`src/rtl/peer_bell_pkg.sv`:
```
package peer_bell_pkg;
  localparam int DATA_W = 32;
  localparam int ID_W   = 16;
  localparam int VEC_W  = 16;

  localparam int OFF_MASK = 0;
  localparam int OFF_STAT = 4;
  localparam int OFF_POS  = 8;
  localparam int OFF_BELL = 12;

  typedef enum logic [2:0] {
    SEL_NONE,
    SEL_MASK,
    SEL_STAT,
    SEL_POS,
    SEL_BELL
  } reg_sel_e;

  typedef struct packed {
    logic [ID_W-1:0]  dest;
    logic [VEC_W-1:0] vec;
  } bell_word_t;
endpackage

```
`src/rtl/pbr_decode.sv`:
```
module pbr_decode
  import peer_bell_pkg::*;
#(
  parameter int ADDR_W = 10
) (
  input  logic              bus_sel,
  input  logic              bus_wr,
  input  logic [ADDR_W-1:0] bus_addr,
  output reg_sel_e          sel,
  output logic              wr_mask,
  output logic              wr_bell,
  output logic              rd_stat
);
  always_comb begin
    sel = SEL_NONE;
    if (bus_addr == ADDR_W'(OFF_MASK))      sel = SEL_MASK;
    else if (bus_addr == ADDR_W'(OFF_STAT)) sel = SEL_STAT;
    else if (bus_addr == ADDR_W'(OFF_POS))  sel = SEL_POS;
    else if (bus_addr == ADDR_W'(OFF_BELL)) sel = SEL_BELL;
  end

  assign wr_mask = bus_sel && bus_wr && (sel == SEL_MASK);
  assign wr_bell = bus_sel && bus_wr && (sel == SEL_BELL);
  assign rd_stat = bus_sel && !bus_wr && (sel == SEL_STAT);
endmodule

```
`src/rtl/pbr_bell_tx.sv`:
```
module pbr_bell_tx
  import peer_bell_pkg::*;
(
  input  logic              clk,
  input  logic              rst_n,
  input  logic              wr_bell,
  input  logic [DATA_W-1:0] wdata,
  output logic              ring_valid,
  output logic [ID_W-1:0]   ring_dest,
  output logic [VEC_W-1:0]  ring_vec
);
  bell_word_t word_q;

  always_ff @(posedge clk or negedge rst_n) begin
    if (!rst_n) begin
      ring_valid <= 1'b0;
      word_q     <= '0;
    end else begin
      ring_valid <= wr_bell;
      if (wr_bell) word_q <= bell_word_t'(wdata);
    end
  end

  assign ring_dest = word_q.dest;
  assign ring_vec  = word_q.vec;
endmodule

```
`src/rtl/pbr_pin_irq.sv`:
```
module pbr_pin_irq
  import peer_bell_pkg::*;
(
  input  logic              clk,
  input  logic              rst_n,
  input  logic              msg_mode,
  input  logic              evt_valid,
  input  logic              rd_stat,
  input  logic              wr_mask,
  input  logic [DATA_W-1:0] wdata,
  output logic [DATA_W-1:0] mask_q,
  output logic [DATA_W-1:0] status_q,
  output logic              irq_line
);
  logic set_evt;
  assign set_evt = evt_valid && !msg_mode;

  always_ff @(posedge clk or negedge rst_n) begin
    if (!rst_n) begin
      mask_q   <= '0;
      status_q <= '0;
    end else begin
      if (wr_mask) mask_q <= wdata;
      if (set_evt)      status_q <= DATA_W'(1);
      else if (rd_stat) status_q <= '0;
    end
  end

  assign irq_line = !msg_mode && mask_q[0] && status_q[0];
endmodule

```
`src/rtl/pbr_msg_irq.sv`:
```
module pbr_msg_irq
  import peer_bell_pkg::*;
#(
  parameter int NVEC = 4
) (
  input  logic             clk,
  input  logic             rst_n,
  input  logic             msg_mode,
  input  logic             evt_valid,
  input  logic [VEC_W-1:0] evt_vec,
  output logic [NVEC-1:0]  msg_pulse,
  output logic             vec_err
);
  localparam logic [VEC_W:0] LIMIT = (VEC_W+1)'(NVEC);

  logic take;
  logic in_range;
  assign take     = msg_mode && evt_valid;
  assign in_range = {1'b0, evt_vec} < LIMIT;

  for (genvar g = 0; g < NVEC; g++) begin : g_vec
    always_ff @(posedge clk or negedge rst_n) begin
      if (!rst_n) msg_pulse[g] <= 1'b0;
      else        msg_pulse[g] <= take && (evt_vec == VEC_W'(g));
    end
  end

  always_ff @(posedge clk or negedge rst_n) begin
    if (!rst_n)                 vec_err <= 1'b0;
    else if (take && !in_range) vec_err <= 1'b1;
  end
endmodule

```
`src/rtl/peer_bell_regs.sv`:
```
module peer_bell_regs
  import peer_bell_pkg::*;
#(
  parameter int ADDR_W = 10,
  parameter int NVEC   = 4
) (
  input  logic              clk,
  input  logic              rst_n,
  input  logic              msg_mode,
  input  logic              dev_ready,
  input  logic [15:0]       node_id,
  input  logic              bus_sel,
  input  logic              bus_wr,
  input  logic [ADDR_W-1:0] bus_addr,
  input  logic [31:0]       bus_wdata,
  output logic [31:0]       bus_rdata,
  output logic              ring_valid,
  output logic [15:0]       ring_dest,
  output logic [15:0]       ring_vec,
  input  logic              evt_valid,
  input  logic [15:0]       evt_vec,
  output logic              irq_line,
  output logic [NVEC-1:0]   msg_pulse,
  output logic              vec_err
);
  reg_sel_e          sel;
  logic              wr_mask, wr_bell, rd_stat;
  logic [DATA_W-1:0] mask_q, status_q;

  pbr_decode #(.ADDR_W(ADDR_W)) u_dec (
    .bus_sel(bus_sel), .bus_wr(bus_wr), .bus_addr(bus_addr),
    .sel(sel), .wr_mask(wr_mask), .wr_bell(wr_bell), .rd_stat(rd_stat)
  );

  pbr_bell_tx u_tx (
    .clk(clk), .rst_n(rst_n), .wr_bell(wr_bell), .wdata(bus_wdata),
    .ring_valid(ring_valid), .ring_dest(ring_dest), .ring_vec(ring_vec)
  );

  pbr_pin_irq u_pin (
    .clk(clk), .rst_n(rst_n), .msg_mode(msg_mode), .evt_valid(evt_valid),
    .rd_stat(rd_stat), .wr_mask(wr_mask), .wdata(bus_wdata),
    .mask_q(mask_q), .status_q(status_q), .irq_line(irq_line)
  );

  pbr_msg_irq #(.NVEC(NVEC)) u_msg (
    .clk(clk), .rst_n(rst_n), .msg_mode(msg_mode), .evt_valid(evt_valid),
    .evt_vec(evt_vec), .msg_pulse(msg_pulse), .vec_err(vec_err)
  );

  always_comb begin
    bus_rdata = '0;
    if (bus_sel && !bus_wr) begin
      case (sel)
        SEL_MASK: bus_rdata = mask_q;
        SEL_STAT: bus_rdata = status_q;
        SEL_POS:  bus_rdata = dev_ready ? {16'h0, node_id} : '1;
        default:  bus_rdata = '0;
      endcase
    end
  end
endmodule

```
`config.mk`:
```
export PLATFORM = sky130hd
export DESIGN_NAME = peer_bell_regs
export DESIGN_NICKNAME = d
export VERILOG_FILES = /design/src/rtl/peer_bell_pkg.sv /design/src/rtl/pbr_decode.sv /design/src/rtl/pbr_bell_tx.sv /design/src/rtl/pbr_pin_irq.sv /design/src/rtl/pbr_msg_irq.sv /design/src/rtl/peer_bell_regs.sv
export SDC_FILE = /design/constraint.sdc
export NUM_CORES = 1
export LEC_CHECK = 0
export ABC_AREA = 1
export ABC_CLOCK_PERIOD_IN_PS = 2400
export BUFFER_PORTS_ARGS = -buffer_cell sky130_fd_sc_hd__buf_4
export CORE_ASPECT_RATIO = 1.25
export CORE_MARGIN = 5
export CORE_UTILIZATION = 51
export CTS_CLUSTER_SIZE = 8
export DETAILED_ROUTE_END_ITERATION = 6
export GPL_ROUTABILITY_DRIVEN = 1
export PLACE_DENSITY = 0.85
export SYNTH_ARGS = -nofsm -noshare
export SYNTH_HDL_FRONTEND = slang
export SYNTH_SLANG_ARGS = --single-unit
```
`constraint.sdc`:
```
create_clock -name clk -period 2.4 [get_ports clk]
set_clock_uncertainty 0.2 [all_clocks]
set_input_delay 0.36 -clock clk [delete_from_list [all_inputs] [get_ports clk]]
set_output_delay 0.36 -clock clk [all_outputs]
set_load 0.02 [all_outputs]
```
; ---- Yosys cells after proc, flatten, opt, wreduce, memory -nomap -nowiden
; Index checks and enable logic that the tools add are counted.
[totals]
reg_bits = 102
input_bits = 81
word_cells = 50
[op_classes]
magnitude_cmp = 1
eq_ne = 10
mux = 9
reduce_logical = 20
[op_table]
columns = operator, n
row1 = 32-bit two-way mux, 4
row2 = 32-bit one-hot mux with 3 select lines, 1
row3 = "16-bit by 2-bit == test with 1-bit output, second input constant", 2
row4 = "10-bit by 4-bit == test with 1-bit output, second input constant", 2
row5 = "16-bit by 1-bit == test with 1-bit output, second input constant", 1
row6 = 16-bit zero test, 1
row7 = "16-bit by 3-bit less-than comparator with 1-bit output, second input constant", 1
row8 = 1-bit logical AND, 14
row9 = 3-bit two-way mux, 4
row10 = "10-bit by 3-bit == test with 1-bit output, second input constant", 1
row11 = 10-bit zero test, 1
row12 = "3-bit by 2-bit == test with 1-bit output, second input constant", 2
row13 = "3-bit by 1-bit == test with 1-bit output, second input constant", 1
row14 = "3-bit == test, second input constant", 1
row15 = 1-bit zero test, 3
row16 = 2-bit nonzero test, 1

; ---- Logic depth before layout (Yosys ltp)
[depth]
word_depth = 9
mapped_depth = 8
depth_no_buf = 7

; ---- By module
; A second synthesis with hierarchy kept.
[hier_totals]
hier_cells = 613
hier_area_um2 = 4428.0
[modules_own_cells]
columns = mod, n_inst, cells_each, area_per_inst_um2
row1 = pbr_pin_irq, 1, 176, 1582.8
row2 = pbr_bell_tx, 1, 137, 1317.5
row3 = peer_bell_regs, 1, 244, 1192.4
row4 = pbr_msg_irq, 1, 32, 239.0
row5 = pbr_decode, 1, 24, 96.3

; ---- Worst setup path after synthesis
; No wires, ideal clock.
[synth_timing]
path_kind = input port to output port
from = input bus_addr[9]
to = output bus_rdata[12]
t_arrival_ps = 1462
required_time_ps = 1840
path_slack_ps = 378
stages = 8
path_buffers = 1
path_cell_list = nor2_1 > nand2_1 > nor2_4 > nand2_1 > nand2_1 > nand3_2 > buf_2 > nor2_1
[synth_via]
elab_chain_len = 8
elab_cells_between_ends = 13
cone_classes = 6 x eq/ne / 6 x mux / 1 x reduce/logical
[synth_rtl]
columns = element, line
row1 = from (decl), peer_bell_regs.sv:14  ; input logic [ADDR_W-1:0] bus_addr,
row2 = 10-bit by 4-bit == test with 1-bit output, pbr_decode.sv:19  ; else if (bus_addr == ADDR_W'(OFF_BELL)) sel = SEL_BELL;
row3 = 3-bit two-way mux, pbr_decode.sv:19
row4 = 3-bit two-way mux, pbr_decode.sv:18  ; else if (bus_addr == ADDR_W'(OFF_POS)) sel = SEL_POS;
row5 = 3-bit two-way mux, pbr_decode.sv:17  ; else if (bus_addr == ADDR_W'(OFF_STAT)) sel = SEL_STAT;
row6 = 3-bit two-way mux (*), pbr_decode.sv:16  ; if (bus_addr == ADDR_W'(OFF_MASK)) sel = SEL_MASK;
row7 = 3-bit by 2-bit == test with 1-bit output or 3-bit by 1-bit == test with 1-bit output (tied branches), peer_bell_regs.sv:54  ; case (sel)
row8 = 32-bit one-hot mux with 3 select lines (*), peer_bell_regs.sv:54
row9 = 32-bit two-way mux (*), peer_bell_regs.sv:53  ; if (bus_sel && !bus_wr) begin
row10 = to (decl), peer_bell_regs.sv:16  ; output logic [31:0] bus_rdata,
; Every way passes the cells marked *; elsewhere a longest branch is shown, timed or not.

; ---- Final worst setup path
[layout_timing]
from = input bus_addr[5]
to = output bus_rdata[20]
; Same word-level chain as after synthesis.

==> summary.md <==
| Metric | Value |
|---|---|
| Status | finished clean |
| Final nets | roughly 700 |
| Hold_buf cts | 2 |
| Kind of end point of the critical path | primary output |
| Largest net degree at the start of global routing | 49 |
| Tot GR Track Use | 0.226 |
| DRT iter0 DRCs | 138 |
| Post-CTS Setup Inserts | 0 |
| Antenna violations before repair | 0 |
| WHS Endpoint | u_pin.status_q[0] |
| Die area | between 8000 and 9000 µm² |
| Via count | between 3k and 4k |
| Post-Route WL | ~10000 µm |
| Number of cells upsized or downsized after cts | 0 |
| Main flop type after synthesis | dfrtp_1 |
| Starting Density | 0.529 |
| EDFF count, synth | 0 |
| Mux cell area share after synthesis | 0 |
| Peak VDD IR | 0.000367 V |
| R2r setup slk | about 1.5 ns |
| Slew Limit Fails | 0 |
| CTS Sinks | 71 |
| Ranking of synthesized cells by area | dfrtp_1 51%, nand2_1 10%, inv_1 7.6% |
| H-tree depth | 3 |
| Footprint of the multi-input gates | roughly 1300 µm² |
| Worst-path fanout max | 16 |
| Max Cap Violations | 0 |
| Final hold violations | 0 |
| Fillers | between 500 and 600 |
| Worst Hold Class | in -> reg |
| Arr. time, crit path | 1.71 ns |
| R2R Path End | u_tx.ring_dest[15] |
| Vias/cell | slightly below 5 |
| Synthesized area | 3490 µm² |
| Global route overflow | 0 |
| RSZ-0062 raised after global routing | no |
| Pwr per Cell Area | about 500 nW/µm² |
| R2R cell count | 2 |
| Worst Hold Depth | 3 |
| Static leakage | ~2.6 nW |
| Synth Area in Adders | 0 |
| Syn avg cell area | between 7 and 8 µm² |
| Final GP Congestion | approximately 0.85 |
| CTS root buf | clkbuf_8 |
| Count of cell types in the netlist | 21 |
| Post-Syn Instances | 460 |
| CTS max path bufs | 2 |
| WHS | ~0.045 ns |
| Seq cells post-synth | between 70 and 80 |
| Worst EP required | around 1.8 ns |
| Synth top area share | 0.509 |
| Num CTS Buffers | 9 |
| Endpoints failing setup | 0 |
| Synth Area in XOR/XNOR | 0 |
| Register area | ~1800 µm² |
| Die Span X | between 80 and 90 µm |
| Synth Area in Simple Gates | 0.259 |
| Mapped Nets | about 540 |
| Hold path start | evt_valid |
| Worst r2r src | u_tx.ring_dest[15] |
| Seq/Total Area, Yosys | 0.509 |
| Vias in the first global route | between 3k and 4k |
| WS Path Type | in -> out |
| Layout cells sized above 1 | 0.318 |
| Slew @ Worst Pin | roughly 0.48 ns |
| Largest family of logic cells by synthesized area | simple AND/OR/NAND/NOR gates |
| Antenna Nets Post-Route | 0 |
| Final min period | 2.27 ns |
| CTS tree | yes |
| Ys async rst share | 1.00 |
| Synth-to-Final Area Change | 42.1% |
| Final Cycle Share | 0.945 |
| First-pass GRT wire length | approximately 16000 µm |
| Router iterations before antenna repair | 5 |
| Reg clk slew, reported paths | 0.08 ns |
| Max Freq | 441 MHz |
| Synth Area in Compound Gates | 0.117 |
| # diodes | 0 |
| Warnings from Yosys | 0 |
| DIE HEIGHT | 103 µm |
| DRC | 0 |
| DR WL/cell | roughly 14 µm |
| Cell taking the most area after synthesis | dfrtp_1 |
| Setup TNS | 0 ns |
| Post-DP HPWL | about 7400 µm |
| Core Area | 6610 µm² |
| Startpoint types | input port |
| Slew HR | 0.681 |
| Top-Level Pins | between 150 and 200 |
| FP Rows | 33 |
| Skew-Pair Late Insertion Delay | 0.33 ns |
| Port Buffers | 151 |
==> state kept, by name, indices dropped and copies added (netlist names) <==
register,count
u_msg.vec_err,1
u_tx.ring_vec,16
u_msg.msg_pulse,4
u_tx.ring_valid,1
u_pin.status_q,1
u_tx.ring_dest,16
u_pin.mask_q,32
==> cell usage in the layout (no fill, tap or decap), drive strengths merged <==
cell type	instances
clkbuf	9
dfrtp	71
nand3	37
bufinv	2
clkinvlp	1
o21ai	80
nand2	97
or2	2
inv	74
a21o	1
nand4	2
nor2	67
clkinv	3
dlygate4sd3	2
nor3	4
buf	167
==> metrics by stage <==
stage	power, W	instance area [µm²]	setup slack, ns	instances	util
finish	0.00244	4960	0.132	706	0.751
CTS	0.00247	4960	0.132	706	0.751
detailed placement	0.00145	4730	0.132	689	0.716
global placement	0.00144	4730	0.256	689	0.716
global route	0.00253	4960	0.0160	706	0.751
floorplan	0.00129	3490	0.378	460	-
==> cells in the mapped netlist, types with 2 or more instances <==
library cell and instances:
buf_2 17, clkbuf_1 6, dfrtp_1 71, inv_1 71, inv_2 3, nand2_1 96
nand3_1 35, nand3_2 2, nor2_1 62, nor2_4 4, nor3_1 4, o21ai_0 38
o21ai_1 42, or2_2 2
==> routing by layer <==
metal / vias up / global-route usage / share of wire
met5: - / 0 / 0
met4: 0 / 0.0928 / 0.019
met3: 16 / 0.0448 / 0.057
met2: 125 / 0.413 / 0.54
met1: 1580 / 0.262 / 0.38
li1: 1730 / - / -
==> worst max path at each step <==
stage / start / end / depth (start not counted)
6_report: bus_addr[5] / bus_rdata[20] / 9
5_1_grt: bus_addr[9] / bus_rdata[16] / 9
4_1_cts: bus_addr[5] / bus_rdata[20] / 9
3_5_place_dp: bus_addr[5] / bus_rdata[28] / 9
3_3_place_gp: bus_addr[7] / bus_rdata[12] / 10
2_1_floorplan: bus_addr[9] / bus_rdata[12] / 8
==> layout make-up <==
cell class	instances	share of cell area
clock inverters	6	0.0174
multi-input cells	290	0.265
inverters	74	0.0560
clock buffers	9	0.0250
flip-flops and latches	71	0.358
repair buffers	169	0.257
well taps	87	0.0219
==> report_power, final <==
group | switching, W | leakage [nW] | internal, W
combinational | 0.000104 | 1.53 | 0.000113
clock | 0.000440 | 0.105 | 0.000578
sequential | 0.00000508 | 0.980 | 0.00120
==> kinds of logic (layout without fill, tap and decap cells) <==
kind of cell / count (synthesis) / after routing
and+or+nand+nor: 209 / 209
buffers and inverters: 99 / 258
AOI/OAI and AO/OA: 81 / 81
DFF: 71 / 71
==> worst max-delay path, cell delays in order <==
cell and delay (ns):
buf_4 0.11, nor2_1 0.10, nand2_1 0.14, nor2_4 0.19, nand3_2 0.29, nand2_1 0.16, inv_1 0.04, nor2_1 0.14
buf_4 0.17
No activity file was read; power rests on OpenSTA's default activity.
